--- src/rtl/busSlotPkg.sv ---
package busSlotPkg;
  typedef struct packed {
    logic load;
    logic oddPar;
  } ctrlStrobe_t;
endpackage

--- src/rtl/busSlotCtrl.sv ---
module busSlotCtrl
  import busSlotPkg::*;
#(
  parameter int NUM_SLOTS = 3,
  parameter int SEL_W = $clog2(NUM_SLOTS + 1)
) (
  input  logic             clk,
  input  logic             rstN,
  input  logic             cfgBusMode,
  input  logic [SEL_W-1:0] cfgSlotSel,
  input  logic             cfgOddParity,
  input  logic             frameSync,
  output ctrlStrobe_t      strobe,
  output logic             srcReq
);
  localparam logic [SEL_W-1:0] FIRST_SLOT = SEL_W'(1);
  localparam logic [SEL_W-1:0] LAST_SLOT  = SEL_W'(NUM_SLOTS);

  logic [SEL_W-1:0] slotIdx, nextSlot;
  logic synced, nextSynced, ownNext;

  always_comb begin
    nextSynced = synced | frameSync;
    if (frameSync || slotIdx == LAST_SLOT || slotIdx == '0)
      nextSlot = FIRST_SLOT;
    else
      nextSlot = slotIdx + SEL_W'(1);
    if (cfgBusMode)
      ownNext = nextSynced && (cfgSlotSel != '0) && (nextSlot == cfgSlotSel);
    else
      ownNext = 1'b1;
  end

  always_ff @(posedge clk or negedge rstN) begin
    if (!rstN) begin
      slotIdx <= '0;
      synced  <= 1'b0;
    end else begin
      slotIdx <= nextSlot;
      synced  <= nextSynced;
    end
  end

  assign strobe.load   = ownNext;
  assign strobe.oddPar = cfgOddParity;
  assign srcReq        = ownNext;

  assert_sync_marks_first_R3: assert property (@(posedge clk) disable iff (!rstN)
    frameSync |=> slotIdx == FIRST_SLOT);
  assert_wrap_after_last_R9: assert property (@(posedge clk) disable iff (!rstN)
    (synced && !frameSync && slotIdx == LAST_SLOT) |=> slotIdx == FIRST_SLOT);
  assert_no_req_unsynced_R2: assert property (@(posedge clk) disable iff (!rstN)
    (cfgBusMode && !synced && !frameSync) |-> !srcReq);
  assert_sel_zero_silent_R5: assert property (@(posedge clk) disable iff (!rstN)
    (cfgBusMode && cfgSlotSel == '0) |-> !srcReq);
  assert_p2p_always_req_R7: assert property (@(posedge clk) disable iff (!rstN)
    !cfgBusMode |-> srcReq);
endmodule

--- src/rtl/busSlotDatapath.sv ---
module busSlotDatapath
  import busSlotPkg::*;
#(
  parameter int DATA_W = 8
) (
  input  logic              clk,
  input  logic              rstN,
  input  ctrlStrobe_t       strobe,
  input  logic [DATA_W-1:0] srcData,
  output logic [DATA_W-1:0] busData,
  output logic              busParity,
  output logic              busOe
);
  logic dataOnes;

  always_comb begin
    dataOnes = 1'b0;
    for (int b = 0; b < DATA_W; b++) dataOnes = dataOnes ^ srcData[b];
  end

  always_ff @(posedge clk or negedge rstN) begin
    if (!rstN) begin
      busData   <= '0;
      busParity <= 1'b0;
      busOe     <= 1'b0;
    end else if (strobe.load) begin
      busData   <= srcData;
      busParity <= dataOnes ^ strobe.oddPar;
      busOe     <= 1'b1;
    end else begin
      busData   <= '0;
      busParity <= 1'b0;
      busOe     <= 1'b0;
    end
  end

  assert_idle_zero_R6: assert property (@(posedge clk) disable iff (!rstN)
    !busOe |-> (busData == '0 && !busParity));
  assert_parity_sense_R8: assert property (@(posedge clk) disable iff (!rstN)
    strobe.load |=> (^{busData, busParity}) == $past(strobe.oddPar));
  assert_load_drives_R10: assert property (@(posedge clk) disable iff (!rstN)
    strobe.load |=> (busOe && busData == $past(srcData)));
  assert_no_load_idle_R4: assert property (@(posedge clk) disable iff (!rstN)
    !strobe.load |=> !busOe);
endmodule

--- src/rtl/busSlotTx.sv ---
module busSlotTx
  import busSlotPkg::*;
#(
  parameter int DATA_W = 8,
  parameter int NUM_SLOTS = 3,
  parameter int SEL_W = $clog2(NUM_SLOTS + 1)
) (
  input  logic              clk,
  input  logic              rstN,
  input  logic              cfgBusMode,
  input  logic [SEL_W-1:0]  cfgSlotSel,
  input  logic              cfgOddParity,
  input  logic              frameSync,
  input  logic [DATA_W-1:0] srcData,
  output logic              srcReq,
  output logic [DATA_W-1:0] busData,
  output logic              busParity,
  output logic              busOe
);
  ctrlStrobe_t strobe;

  busSlotCtrl #(.NUM_SLOTS(NUM_SLOTS), .SEL_W(SEL_W)) ctrl_i (
    .clk(clk), .rstN(rstN), .cfgBusMode(cfgBusMode), .cfgSlotSel(cfgSlotSel),
    .cfgOddParity(cfgOddParity), .frameSync(frameSync),
    .strobe(strobe), .srcReq(srcReq));

  busSlotDatapath #(.DATA_W(DATA_W)) dp_i (
    .clk(clk), .rstN(rstN), .strobe(strobe), .srcData(srcData),
    .busData(busData), .busParity(busParity), .busOe(busOe));
endmodule

--- config.mk ---
export PLATFORM = sky130hd
export DESIGN_NAME = busSlotTx
export DESIGN_NICKNAME = d
export VERILOG_FILES = /design/src/rtl/busSlotPkg.sv /design/src/rtl/busSlotCtrl.sv /design/src/rtl/busSlotDatapath.sv /design/src/rtl/busSlotTx.sv
export SDC_FILE = /design/constraint.sdc
export NUM_CORES = 1
export LEC_CHECK = 0
export BUFFER_PORTS_ARGS = -buffer_cell sky130_fd_sc_hd__buf_2
export CORE_MARGIN = 1
export CORE_UTILIZATION = 44
export CTS_CLUSTER_DIAMETER = 200
export CTS_CLUSTER_SIZE = 14
export DETAILED_ROUTE_END_ITERATION = 16
export PLACE_DENSITY = 0.75
export SLEW_MARGIN = 20
export SYNTH_ARGS = -nofsm -noshare
export SYNTH_HDL_FRONTEND = slang
export SYNTH_SLANG_ARGS = --single-unit
--- constraint.sdc ---
create_clock -name clk -period 2.29 [get_ports clk]
set_input_delay 0.3435 -clock clk [delete_from_list [all_inputs] [get_ports clk]]
set_output_delay 0.3435 -clock clk [all_outputs]
set_load 0.05 [all_outputs]
# == Yosys cells after proc, flatten, opt, wreduce, memory -nomap -nowiden ==
# Cells that the tools add are included.
# totals
inputBits,15
register_bits,13
elab_cells,28
# op_classes
n_mux,5
eq_ne,2
addsub,1
bitwise,9
reduce_logical,6
# op_table
cell,count
8-bit two-way mux,1
1-bit bitwise XOR,8
1-bit two-way mux,3
"2-bit by 1-bit adder with 2-bit output, second input constant",1
2-bit == test,1
"2-bit == test, second input constant",1
1-bit logical AND,2
2-bit zero test,1
1-bit logical OR,2
2-bit two-way mux,1
2-bit nonzero test,1
1-bit OR,1

# == Depth between registers and ports, before layout ==
# logic_depth
word_depth,9
mapped_depth,6
mapped_depth_nobuf,6

# == Modules after synthesis ==
# From an unflattened synthesis, not the netlist that was laid out.
# unflattened
cells_unflattened,46
hier_area_um2,589.3
# modules_own_cells
module,cells_each,area_each_um2,instances
busSlotDatapath,27,395.4,1
busSlotCtrl,19,193.9,1

# == Worst setup path after synthesis ==
# Ideal clock, no wire load.
# synth_timing
kind,register to output
startpoint,register ctrl_i.slotIdx[0]
endpoint,output port srcReq
arrival_time_ns,1.741
path_stages_with_launch,5
path_slack_ns,0.205
required_ns,1.947
path_cell_list,dfrtp_1 -> ha_1 -> nor4b_4 -> xor2_1 -> o31ai_4
# synth_between
elab_chain_len,7
# synth_rtl
element,line_no,text
from (decl),busSlotCtrl.sv:19,"logic [SEL_W-1:0] slotIdx, nextSlot;"
from (signal assigned),busSlotCtrl.sv:39,slotIdx <= nextSlot;
2-bit == test,busSlotCtrl.sv:24,if (frameSync || slotIdx == LAST_SLOT || slotIdx == '0)
1-bit logical OR (2 in a row),busSlotCtrl.sv:24,
2-bit two-way mux (*),busSlotCtrl.sv:24,
net ctrl_i.nextSlot[1],busSlotCtrl.sv:19,
2-bit == test (*),busSlotCtrl.sv:29,ownNext = nextSynced && (cfgSlotSel != '0) && (nextSlot == cfgSlotSel);
1-bit logical AND (*),busSlotCtrl.sv:29,
1-bit two-way mux (*),busSlotCtrl.sv:28,if (cfgBusMode)
to (decl),busSlotTx.sv:15,"output logic srcReq,"
# Mark *: on every way through the listed nets, which the timed path passes. The rest lies on a longest branch.

# == Worst setup path in the final report ==
# Same ends and word-level chain as after synthesis.

==> flow_summary.ini <==
[outcome]
outcome = completed

[synthesis]
yosys_register_bits = 13
yosysUniqueCellTypes = 13
yosysWarnings = 0
syn_nets = 59
synthSimpleGateAreaFrac_pct = 20.2
synth-compound-area-share_pct = 5.82
async_flop_share_pct = 100
yosysTopAreaCell = dfrtp_1
synth_area_per_cell_um2 = 14.3
synth_top_family_by_area = simple AND/OR/NAND/NOR gates
synth.most_common_cell = dfrtp_1
syn_area_um2 = 602
synthCells = 42
synth_edf_count = 0
synthXorXnorAreaFrac_pct = 13.9
synthTopCellsByArea = dfrtp_1 (54%), and2_1 (9.4%), nor4b_4 (7.9%), xnor2_1 (7.3%), ha_1 (4.2%)
synthTopCellsByCount = dfrtp_1 (13), and2_1 (9), xnor2_1 (5)
ys.flop_type = dfrtp_1
netlist.area_leader.share_pct = 54.1
ys_seq_area_share_pct = 54.1
synthAdderAreaFrac_pct = 4.16
synthMuxAreaShare_pct = 0

[timing]
fin_crit_sh_pct = 96.5
setup_violations = 0
setup_tns_ns = 0
finalWorstSetupSlack_ns = 0.0796
hold_viol_final = 0
timing.final.crit_period_ns = 2.21
fin_skew_ns = 0.00304
max_slew.worst_pin.slew_ns = 0.311
fmax_mhz = 452
report.final.slew_viol_count = 0
max_slew_margin_pct = 79.2

[setup_path]
worst-path-buf-inv = 2
crit_required_ns = 1.95
cp_max_fo = 4
critical-path-slowest-cell = dfrtp_1
crit_arrival_ns = 1.87
crit_type = reg2out
cp_slowest_stage_delay_ns = 0.41
end_kind = primary output
path_cells = inv_2 -> ha_4 -> nor4b_4 -> xor2_2 -> o31ai_4 -> buf_6
cp_top_family = flip-flops
start_kind = register

[pwr]
powerDensity_mw_per_mm2 = 1090
p_leak_uw = 0.000407
total_power_uw = 901
vdd_drop_max_mv = 0.719

[clock_tree]
numCtsBuffers = 3
clockBufferDepth = 2
clock-sinks = 13
path_clk_slew_ns = 0.08
cts_tree = done
cts_htree_levels = 1
worstSkewPairLatency_ns = 0.27
cts-root-buf = clkbuf_4

[grt]
grt_use_total_pct = 19.0
overflow = 0
grt_pass1_wl_mm = 1.77
grt_pass1_vias = 407
antenna_found_initial = 0
grt_start_max_net_pins = 14

[detailed_routing]
routed_wirelength_mm = 1.11
drtIter0Drc = 2
wl_per_cell_um = 12.6
viasPerCell = 4.74
first_pass_iters = 2
vias = 417
ant_nets = 0
drc = 0

[die]
die_w_um = 39.0
dieArea_mm2 = 0.00152
initial_utilization_pct = 50.7
rows = 12
die_y_um = 39.0
coreArea_mm2 = 0.00119
io_pins = 26

[finish]
fin_cells = 88
n_antenna_cell = 0
register_area_um2 = 325
n_fill_cell = 90
drive_above_1_share_pct = 52.7
multi_input_area_um2 = 288
syn_to_final_growth_pct = 37.0
fin_util_pct = 69.5
nets = 92

[place]
post-place-ws_ns = 0.204
portBuffers = 25
dp_hpwl_um = 818
place.gp.congestion = 0.759
dp.cells = 82

[worst_hold_path]
hold_class = in2reg

[job]
max-cap-violations = 0
-- placed cells by master, fill, tap and decap left out, types with 2 or more instances in the layout --
| cell type | count |
|---|---|
| dfrtp_1 | 13 |
| nor4b_4 | 2 |
| buf_2 | 24 |
| xnor2_1 | 5 |
| inv_1 | 2 |
| and2_1 | 9 |
| buf_4 | 2 |
| clkbuf_4 | 3 |
-- path summary, 6_finish.rpt --
path                                   start               to  slack [ns]  depth (start not counted)
max in group asynchronous               rstN  dp_i.busData[0]        1.59                          2
max reg2reg                ctrl_i.slotIdx[0]  dp_i.busData[3]        0.49                          7
max                        ctrl_i.slotIdx[0]           srcReq        0.08                          6
min reg2reg                    ctrl_i.synced    ctrl_i.synced        0.49                          1
min in group asynchronous               rstN  dp_i.busData[3]        0.48                          2
min                               srcData[4]  dp_i.busData[4]        0.30                          2
-- cell type report --
cell class | instances | area share (%)
Tap cell | 14 | 2.12
Inverter | 3 | 1.37
Multi-Input combinational cell | 26 | 34.9
Sequential cell | 13 | 39.5
Clock buffer | 4 | 3.19
Timing Repair Buffer | 28 | 19.0
-- what timing repair did --
item | 4_1_cts | 5_1_grt
hold buffers | 1 | 0
pin swaps | 0 | 4
setup buffers | 0 | 1
hold endpoints to repair | 13 | 0
resized for setup | 3 | 4
endpoints found under the setup margin | 1 | 1
-- per-layer routing --
layer	part of all wire (%)	global-route usage [%]	wire length (µm)
met1	38	19.9	418
met2	57	32.5	628
met3	5.7	10.4	63
met4	0	5.17	0
met5	0	0	0
-- logic make-up after synthesis --
kind of cell	Yosys count
adder cells (fa/ha/maj)	2
buffers and inverters	3
flip-flops	13
AO/OA/AOI/OAI	3
XOR/XNOR	8
AND/OR/NAND/NOR	13
-- worst reg2reg max path, cell delays in order (launching register included) --
cell and delay [ns]:
dfrtp_1 0.41, inv_2 0.06, ha_4 0.18, nor4b_4 0.36
xor2_2 0.14, o31ai_4 0.24, buf_4 0.20, and2_1 0.14
-- registers in the layout, summed over array words and instances (netlist names) --
name / flops
ctrl_i.slotIdx: 2
ctrl_i.synced: 1
dp_i.busOe: 1
dp_i.busParity: 1
dp_i.busData: 8
-- stage by stage --
stage / hold slack, ns / instance area (µm²)
6_report: 0.303 / 825
5_1_grt: 0.287 / 825
4_1_cts: 0.301 / 797
3_5_place_dp: 0.240 / 752
3_3_place_gp: 0.242 / 752
2_1_floorplan: 0.0479 / 602
-- where the power goes --
group          internal (µW)  total, µW  switching [µW]
combinational            184        464             279
clock                   67.5        138            71.0
sequential               277        298            21.0
total                    529        901             371
Power figures use the tool's default switching activity.
